[config.mk]
export PLATFORM = sky130hd
export DESIGN_NAME = codec_frame_engine
export DESIGN_NICKNAME = d
export VERILOG_FILES = /design/src/rtl/cfe_pkg.sv /design/src/rtl/cfe_sclk_gen.sv /design/src/rtl/cfe_framer.sv /design/src/rtl/cfe_pin_arb.sv /design/src/rtl/codec_frame_engine.sv
export SDC_FILE = /design/constraint.sdc
export NUM_CORES = 1
export LEC_CHECK = 0
export CAP_MARGIN = 40
export CORE_MARGIN = 2
export CORE_UTILIZATION = 63
export DETAILED_ROUTE_END_ITERATION = 8
export DONT_BUFFER_PORTS = 1
export PLACE_DENSITY_LB_ADDON = 0.12
export SLEW_MARGIN = 40
export SYNTH_ARGS = -nofsm -noshare
export SYNTH_HDL_FRONTEND = slang
export SYNTH_SLANG_ARGS = --single-unit
[constraint.sdc]
create_clock -name clk -period 2.3 [get_ports clk]
set_clock_uncertainty 0.15 [all_clocks]
set_input_delay 0.115 -clock clk [delete_from_list [all_inputs] [get_ports clk]]
set_output_delay 0.115 -clock clk [all_outputs]
set_load 0.03 [all_outputs]
[src/rtl/cfe_pkg.sv]
package cfe_pkg;

    typedef enum logic [1:0] {
        EV_NONE = 2'd0,
        EV_RISE = 2'd1,
        EV_FALL = 2'd2
    } sclk_ev_e;

    typedef struct packed {
        logic own;
        logic other_run;
        logic gpio;
    } pin_own_s;

    function automatic pin_own_s arbitrate(input logic me, input logic other, input logic moved);
        pin_own_s r;
        r.own       = me;
        r.other_run = other & (~me | moved);
        r.gpio      = ~me & (~other | moved);
        return r;
    endfunction

endpackage

[src/rtl/cfe_sclk_gen.sv]
module cfe_sclk_gen
    import cfe_pkg::*;
#(
    parameter int CLK_HALF = 2
) (
    input  logic     clk,
    input  logic     rst,
    input  logic     run,
    output logic     sclk,
    output sclk_ev_e ev
);
    localparam int CW = (CLK_HALF > 1) ? $clog2(CLK_HALF) : 1;

    logic [CW-1:0] cnt;
    logic          term;

    assign term = (cnt == CW'(CLK_HALF - 1));

    always_ff @(posedge clk) begin
        if (rst || !run) begin
            cnt  <= '0;
            sclk <= 1'b0;
        end else if (term) begin
            cnt  <= '0;
            sclk <= ~sclk;
        end else begin
            cnt  <= cnt + 1'b1;
        end
    end

    always_comb begin
        ev = EV_NONE;
        if (run && term) begin
            ev = sclk ? EV_FALL : EV_RISE;
        end
    end

    // clock parked low once the port is off
    p_sclk_idle_r2: assert property (@(posedge clk) disable iff (rst)
        !run |=> !sclk);

endmodule

[src/rtl/cfe_framer.sv]
module cfe_framer
    import cfe_pkg::*;
#(
    parameter int FRAME_BITS = 128
) (
    input  logic                  clk,
    input  logic                  rst,
    input  logic                  run,
    input  sclk_ev_e              ev,
    input  logic [FRAME_BITS-1:0] tx_word,
    input  logic                  rxd,
    output logic                  sfrm,
    output logic                  txd,
    output logic                  tx_load,
    output logic [FRAME_BITS-1:0] rx_word,
    output logic                  rx_valid
);
    localparam int BW = (FRAME_BITS > 1) ? $clog2(FRAME_BITS) : 1;

    logic [BW-1:0]         bit_cnt;
    logic [FRAME_BITS-1:0] tx_sh;
    logic [FRAME_BITS-1:0] rx_sh;
    logic                  last_bit;
    logic                  first_bit;

    assign last_bit  = (bit_cnt == BW'(FRAME_BITS - 1));
    assign first_bit = (bit_cnt == '0);

    always_ff @(posedge clk) begin
        if (rst) begin
            bit_cnt  <= '0;
            tx_sh    <= '0;
            rx_sh    <= '0;
            sfrm     <= 1'b0;
            txd      <= 1'b0;
            tx_load  <= 1'b0;
            rx_word  <= '0;
            rx_valid <= 1'b0;
        end else begin
            tx_load  <= 1'b0;
            rx_valid <= 1'b0;
            if (!run) begin
                bit_cnt <= '0;
                tx_sh   <= '0;
                rx_sh   <= '0;
                sfrm    <= 1'b0;
                txd     <= 1'b0;
            end else begin
                case (ev)
                    EV_RISE: begin
                        if (first_bit) begin
                            sfrm    <= 1'b1;
                            tx_load <= 1'b1;
                            txd     <= tx_word[FRAME_BITS-1];
                            tx_sh   <= tx_word << 1;
                        end else begin
                            sfrm    <= 1'b0;
                            txd     <= tx_sh[FRAME_BITS-1];
                            tx_sh   <= tx_sh << 1;
                        end
                    end
                    EV_FALL: begin
                        rx_sh <= {rx_sh[FRAME_BITS-2:0], rxd};
                        if (last_bit) begin
                            bit_cnt  <= '0;
                            rx_word  <= {rx_sh[FRAME_BITS-2:0], rxd};
                            rx_valid <= 1'b1;
                        end else begin
                            bit_cnt <= bit_cnt + 1'b1;
                        end
                    end
                    default: ;
                endcase
            end
        end
    end

    // valid strobe lasts a single cycle
    p_rxv_pulse_r6: assert property (@(posedge clk) disable iff (rst)
        rx_valid |=> !rx_valid);

    // received word only moves with its strobe
    p_rxword_hold_r9: assert property (@(posedge clk) disable iff (rst)
        !rx_valid |=> (rx_valid || $stable(rx_word)));

endmodule

[src/rtl/cfe_pin_arb.sv]
module cfe_pin_arb
    import cfe_pkg::*;
(
    input  logic     me_en,
    input  logic     other_en,
    input  logic     moved,
    output pin_own_s pins
);
    assign pins = arbitrate(me_en, other_en, moved);
endmodule

[src/rtl/codec_frame_engine.sv]
module codec_frame_engine
    import cfe_pkg::*;
#(
    parameter int FRAME_BITS = 128,
    parameter int CLK_HALF   = 2
) (
    input  logic                  clk,
    input  logic                  rst,
    input  logic                  port_en,
    input  logic                  other_en,
    input  logic                  remap,
    input  logic [FRAME_BITS-1:0] tx_word,
    output logic                  tx_load,
    output logic [FRAME_BITS-1:0] rx_word,
    output logic                  rx_valid,
    output logic                  sclk,
    output logic                  sfrm,
    output logic                  txd,
    input  logic                  rxd,
    output logic                  fifo_flush,
    output logic                  own_pins,
    output logic                  other_run,
    output logic                  shared_gpio
);
    sclk_ev_e ev;
    pin_own_s pins;
    logic     en_q;

    cfe_sclk_gen #(.CLK_HALF(CLK_HALF)) u_sclk (
        .clk (clk),
        .rst (rst),
        .run (port_en),
        .sclk(sclk),
        .ev  (ev)
    );

    cfe_framer #(.FRAME_BITS(FRAME_BITS)) u_frm (
        .clk     (clk),
        .rst     (rst),
        .run     (port_en),
        .ev      (ev),
        .tx_word (tx_word),
        .rxd     (rxd),
        .sfrm    (sfrm),
        .txd     (txd),
        .tx_load (tx_load),
        .rx_word (rx_word),
        .rx_valid(rx_valid)
    );

    cfe_pin_arb u_arb (
        .me_en   (port_en),
        .other_en(other_en),
        .moved   (remap),
        .pins    (pins)
    );

    assign own_pins    = pins.own;
    assign other_run   = pins.other_run;
    assign shared_gpio = pins.gpio;

    always_ff @(posedge clk) begin
        if (rst) begin
            en_q       <= 1'b0;
            fifo_flush <= 1'b0;
        end else begin
            en_q       <= port_en;
            fifo_flush <= en_q & ~port_en;
        end
    end

    // disable silences the pins on the next edge
    p_abort_r7: assert property (@(posedge clk) disable iff (rst)
        !port_en |=> (!sclk && !sfrm && !txd && !rx_valid));

    // flush is a single-cycle strobe
    p_flush_pulse_r8: assert property (@(posedge clk) disable iff (rst)
        fifo_flush |=> !fifo_flush);

    // frame sync rises together with the serial clock
    p_sync_align_r4: assert property (@(posedge clk) disable iff (rst)
        $rose(sfrm) |-> $rose(sclk));

    // word taken only at a frame start
    p_load_at_sync_r5: assert property (@(posedge clk) disable iff (rst)
        tx_load |-> ($rose(sfrm) && sclk));

endmodule

# After elaboration in Yosys (flattened, before gate mapping)
# Cells that the tools add are included.
[word_totals]
regBits = 398
in_bits = 134
out_inout_bits = 137
word_cells = 43
[classes]
n_addsub = 2
n_eq_ne = 3
n_mux = 7
n_bitwise = 10
n_reduce_logical = 9
[op_table]
columns = ["op", "n"]
rows = [
  ["128-bit 2-to-1 mux", 1],
  ["7-bit by 1-bit adder with 7-bit output, second input constant", 1],
  ["7-bit == test, second input constant", 1],
  ["7-bit logical NOT", 1],
  ["7-bit 2-to-1 mux", 1],
  ["3-bit OR reduction", 2],
  ["1-bit NOT", 5],
  ["2-bit 2-to-1 mux", 2],
  ["2-bit OR reduction", 2],
  ["1-bit AND", 3],
  ["1-bit 2-to-1 mux", 3],
  ["3-bit AND reduction", 1],
  ["2-bit by 1-bit == test with 1-bit output, second input constant", 1],
  ["2-bit == test, second input constant", 1],
  ["1-bit OR", 2],
  ["1-bit adder, second input constant", 1],
  ["1-bit logical AND", 1],
  ["1-bit logical NOT", 1],
  ["1-bit logical OR", 1],
]

# Longest topological paths before layout
[logic_depth]
depth_word = 5
ltp_mapped = 7
ltp_nobuf = 5

# Modules after synthesis
# Synthesis repeated with hierarchy kept, for this count alone.
[unflattened]
hier_cells = 1927
hier_area_um2 = 16370.7
[by_module_without_submodules]
columns = ["mod", "n_inst", "cells_per_inst", "area_each_um2", "seq_area_each_um2"]
rows = [
  ["cfe_framer", 1, 1910, 16210.5, 7867.5],
  ["cfe_sclk_gen", 1, 9, 77.6, 40.0],
  ["codec_frame_engine", 1, 4, 58.8, 40.0],
  ["cfe_pin_arb", 1, 4, 23.8, 0.0],
]

# Worst setup path after synthesis
# No wires, ideal clock.
[synth_path]
path_type = "register to register"
start = "register u_sclk.sclk"
end = "register u_frm.rx_word[65]"
setup_time_ns = 0.132
arrival_ns = 1.640
required_ns = 2.018
setup_slack_ns = 0.378
stages_incl_launch_ff = 7
n_path_buf = 2
synth_period_minus_slack_ns = 1.922
path_cell_list = "dfxtp_1 -> nand3_2 -> or3_1 -> buf_2 -> buf_4 -> nand2_1 -> a21oi_1"
[synth_between]
elab_chain_len = 4
[synth_rtl]
columns = ["element", "line", "rtl"]
rows = [
  ["start, declared", "cfe_sclk_gen.sv:9", "output logic sclk,"],
  ["start signal, assigned", "cfe_sclk_gen.sv:25", "sclk <= ~sclk;"],
  ["2-bit 2-to-1 mux", "cfe_sclk_gen.sv:34", "ev = sclk ? EV_FALL : EV_RISE;"],
  ["2-bit 2-to-1 mux", "cfe_sclk_gen.sv:33", "if (run && term) begin"],
  ["2-bit == test", "cfe_framer.sv:49", "case (ev)"],
  ["3-bit AND reduction (no source line)", "n/a", ""],
  ["end signal, assigned", "cfe_framer.sv:66", "rx_word <= {rx_sh[FRAME_BITS-2:0], rxd};"],
  ["end, declared", "cfe_framer.sv:15", "output logic [FRAME_BITS-1:0] rx_word,"],
]
# Every way passes these cells.
# A chain may end at the register's enable or synchronous reset.

# Final worst setup path
[layout_path]
start = "input port port_en"
end = "register u_frm.tx_sh[34]"
[layout_between]
elab_chain_len = 3
elab_cells_between_ends = 5
classes_between = "eq/ne (1); mux (1); bitwise (1); reduce/logical (2)"
[layout_rtl]
columns = ["element", "line", "rtl"]
rows = [
  ["start, declared", "codec_frame_engine.sv:9", "input logic port_en,"],
  ["1-bit logical AND", "cfe_sclk_gen.sv:33", ""],
  ["2-bit 2-to-1 mux", "cfe_sclk_gen.sv:33", ""],
  ["2-bit by 1-bit == test with 1-bit output", "cfe_framer.sv:49", ""],
  ["end signal, assigned", "cfe_framer.sv:55", "tx_sh <= tx_word << 1;"],
  ["end signal, assigned", "cfe_framer.sv:59", "tx_sh <= tx_sh << 1;"],
  ["end, declared", "cfe_framer.sv:21", "logic [FRAME_BITS-1:0] tx_sh;"],
]
# Parallel ways exist; a longest one is shown, timed or not.

==> impl_metrics.json <==
{
  "h-tree-depth": 2,
  "fillers": 1664,
  "dp.cells": 2037,
  "cts-root-buf": "clkbuf_16",
  "post_cts_buffers": 0,
  "fp.dieW_um": 156.2,
  "layout-drive-gt1-share_pct": 4.757,
  "drv_slew": 0,
  "status": "finished, violations left",
  "setup_viol": 0,
  "grt_pass1_vias": 12120,
  "final.period_utilization_pct": 93.39,
  "netlist_area_um2": 14600,
  "die_area_um2": 24400,
  "nNetsFinal": 2063,
  "violations": "negative hold slack",
  "startpoint": "port_en",
  "hold_viol_final": 128,
  "rr_worst_depth": 6,
  "crit_required_ns": 2.59,
  "seqPwrFrac_pct": 50.7,
  "ys_async_sr_fraction_pct": 0,
  "min_to": "u_frm.rx_word[120]",
  "drv_cap": 0,
  "worstHoldPathCells": 1,
  "yosys_warnings": 0,
  "seq_area_um2": 7948,
  "highest_layer": "met4",
  "initial_utilization_pct": 64.27,
  "grt_max_degree": 139,
  "synth_edf_count": 0,
  "clkPwrFrac_pct": 45.8,
  "path_cells": "dlygate4sd3_1, nand2b_4, dlygate4sd3_1, inv_2, buf_16, o21ai_0, a31oi_1",
  "leakage_nw": 5.920,
  "cpPeakStageDelay_ns": 0.76,
  "core_area_um2": 22710,
  "avgSynthCellArea_um2": 7.735,
  "fin_cells": 2243,
  "viasPerCell": 5.829,
  "ys_seq_elements": 397,
  "rsz0062_at_grt": "true",
  "clock_latency_ns": 0.53,
  "clockBufferDepth": 3,
  "cts_made_buffers": 39,
  "ys.flop_type": "dfxtp_1",
  "ant_nets": 0,
  "clkTransAtPathRegs_ns": 0.06,
  "syn_to_final_growth_pct": 18.04,
  "antenna_found_initial": 3,
  "route.detailed.drc": 0,
  "arrival_ns": 2.43,
  "vias": 13080,
  "synthCells": 1887,
  "r2r-start": "u_frm.bit_cnt[0]",
  "hold_class": "primary input to flip-flop",
  "fmax_mhz": 465.6,
  "cp_common_cell": "dlygate4sd3_1",
  "holdBufCountCts": 133,
  "synth.distinct_cells": 33,
  "yosysSeqAreaShare_pct": 54.45,
  "routedWlPerCell_um": 16.36,
  "grt_pass1_wl_um": 58320,
  "p_sw_share_pct": 21.04,
  "clock-sinks": 397,
  "crit_fanout": 64,
  "power_frac_comb_pct": 3.5,
  "totalWireLength_um": 36690,
  "track_usage_pct": 28.73,
  "cpMaxStageDelayCell": "dlygate4sd3_1",
  "finish.utilization_pct": 75.86,
  "die_h_um": 156.2,
  "cts_tree": "done",
  "dr_wl_met2_um": 17570,
  "layout_common_cells": "nand2_1 (775), dfxtp_1 (397), a21oi_1 (261)",
  "peakVddDrop_mv": 0.6194,
  "crit_type": "primary input to flip-flop",
  "p_int_mw": 10.84,
  "endpoint_kind": "flip-flop",
  "dr.first_iter.drc_count": 1043,
  "start_kind": "primary input",
  "dpl.hpwl_um": 19390,
  "timing.rr.end": "u_frm.tx_load",
  "globalplace.congestion": 0.8298,
  "multi_input_area_um2": 5946,
  "synth.net_count": 2023,
  "met1_length_um": 14930,
  "floorplan.rows": 55,
  "drt-pass1-iter-count": 6,
  "p_switching_mw": 2.889,
  "route.met3.wl_um": 2793,
  "final_common_cell": "nand2_1",
  "pwr_density_cell_nw_per_um2": 797.0,
  "portBuffers": 0,
  "slew_headroom_pct": 57.49,
  "finalCriticalPeriod_ns": 2.148,
  "reg2reg_slack_ns": 0.20,
  "worst_slew_pin_slew_ns": 0.6376,
  "whs_ns": -0.4841,
  "grt.overflow.total": 0,
  "io_pins": 271,
  "min_from": "rst"
}
-- cells in the mapped netlist, types with 2 or more instances --
| master | number | share of area, % |
|---|---|---|
| nand2_1 | 775 | 20 |
| dfxtp_1 | 397 | 54 |
| a21oi_1 | 261 | 8.9 |
| o21ai_0 | 129 | 4.4 |
| a31oi_1 | 128 | 5.5 |
| clkbuf_1 | 98 | 2.5 |
| buf_2 | 42 | 1.4 |
| buf_6 | 10 | 0.77 |
| nor2_1 | 8 | 0.21 |
| buf_1 | 4 | 0.10 |
| buf_4 | 4 | 0.21 |
| inv_1 | 3 | 0.077 |
| nand4_1 | 3 | 0.13 |
| ha_1 | 2 | 0.17 |
| nand3_1 | 2 | 0.069 |
| nor3_1 | 2 | 0.069 |
| nor4_1 | 2 | 0.086 |
| xor2_1 | 2 | 0.12 |
-- per-stage QoR --
step	area (um^2)	setup slack (ns)	hold WS (ns)	setup TNS [ns]	power, mW
global route	17230	-0.008557	-0.5021	-0.008557	14.12
finish	17230	0.1521	-0.4841	0	13.73
detailed placement	14580	0.2902	0.04834	0	7.369
floorplan	14600	0.3777	0.04115	0	7.338
global placement	14580	0.3315	0.04366	0	7.363
CTS	17180	0.1141	-0.5016	0	13.76
-- kinds of logic after synthesis --
logic type / count (synthesis) / share of synthesized area [%]
DFF: 397 / 54.45
xor gates and xnor gates: 3 / 0.1801
buffers and inverters: 162 / 5.144
and+or+nand+nor: 801 / 20.96
AOI/OAI and AO/OA: 522 / 19.09
adders and majority gates: 2 / 0.1714
-- how the worst max path moves through the flow --
stage,endpoint,slack [ns],cells past startpoint
after CTS,u_frm.tx_load,0.11,5
after global placement,u_frm.rx_word[52],0.33,6
after floorplan,u_frm.rx_word[65],0.38,6
final,u_frm.tx_sh[34],0.15,7
after detailed placement,u_frm.rx_word[63],0.29,6
after global routing,u_frm.tx_load,-0.009,6
-- area by class of cell --
cell class                      instances  area share (%)
Clock inverter                         10          0.6609
Inverter                                4         0.08715
Tap cell                              285           2.070
Antenna cell                            3         0.04358
Sequential cell                       397           46.13
Timing Repair Buffer                  157           9.812
Multi-Input combinational cell       1328           34.51
Clock buffer                           59           6.682
-- flip-flops by register name, summed over array words and instances (netlist names), 7 cells and up --
signal,count
u_frm.rx_sh,127
u_frm.tx_sh,127
u_frm.rx_word,128
u_frm.bit_cnt,7
-- power by group through the flow --
stage               clock [mW]  sequential (mW)  combinational (mW)
finish                    6.29             6.96               0.481
floorplan                    0             7.10               0.238
global placement             0             7.10               0.259
CTS                       6.35             6.95               0.450
global route              6.64             6.96               0.521
detailed placement           0             7.11               0.263
-- worst max-delay path: cells and delay by family --
family                 cells  cell delay (ns)
buffers and inverters      4             1.74
AO/OA/AOI/OAI              2             0.43
AND/OR/NAND/NOR            1             0.09
-- repair_timing --
action                                  4_1_cts  5_1_grt
hold endpoints to repair                    357      128
endpoints found under the setup margin        0        3
gates resized for setup                       0        2
-- routing by layer --
| metal | GRT usage, % | vias up |
|---|---|---|
| met5 | 0 | - |
| met4 | 12.67 | 0 |
| met3 | 6.833 | 119 |
| met2 | 47.64 | 505 |
| met1 | 35.83 | 6119 |
| li1 | - | 6332 |
(Power assumes the default switching activity.)
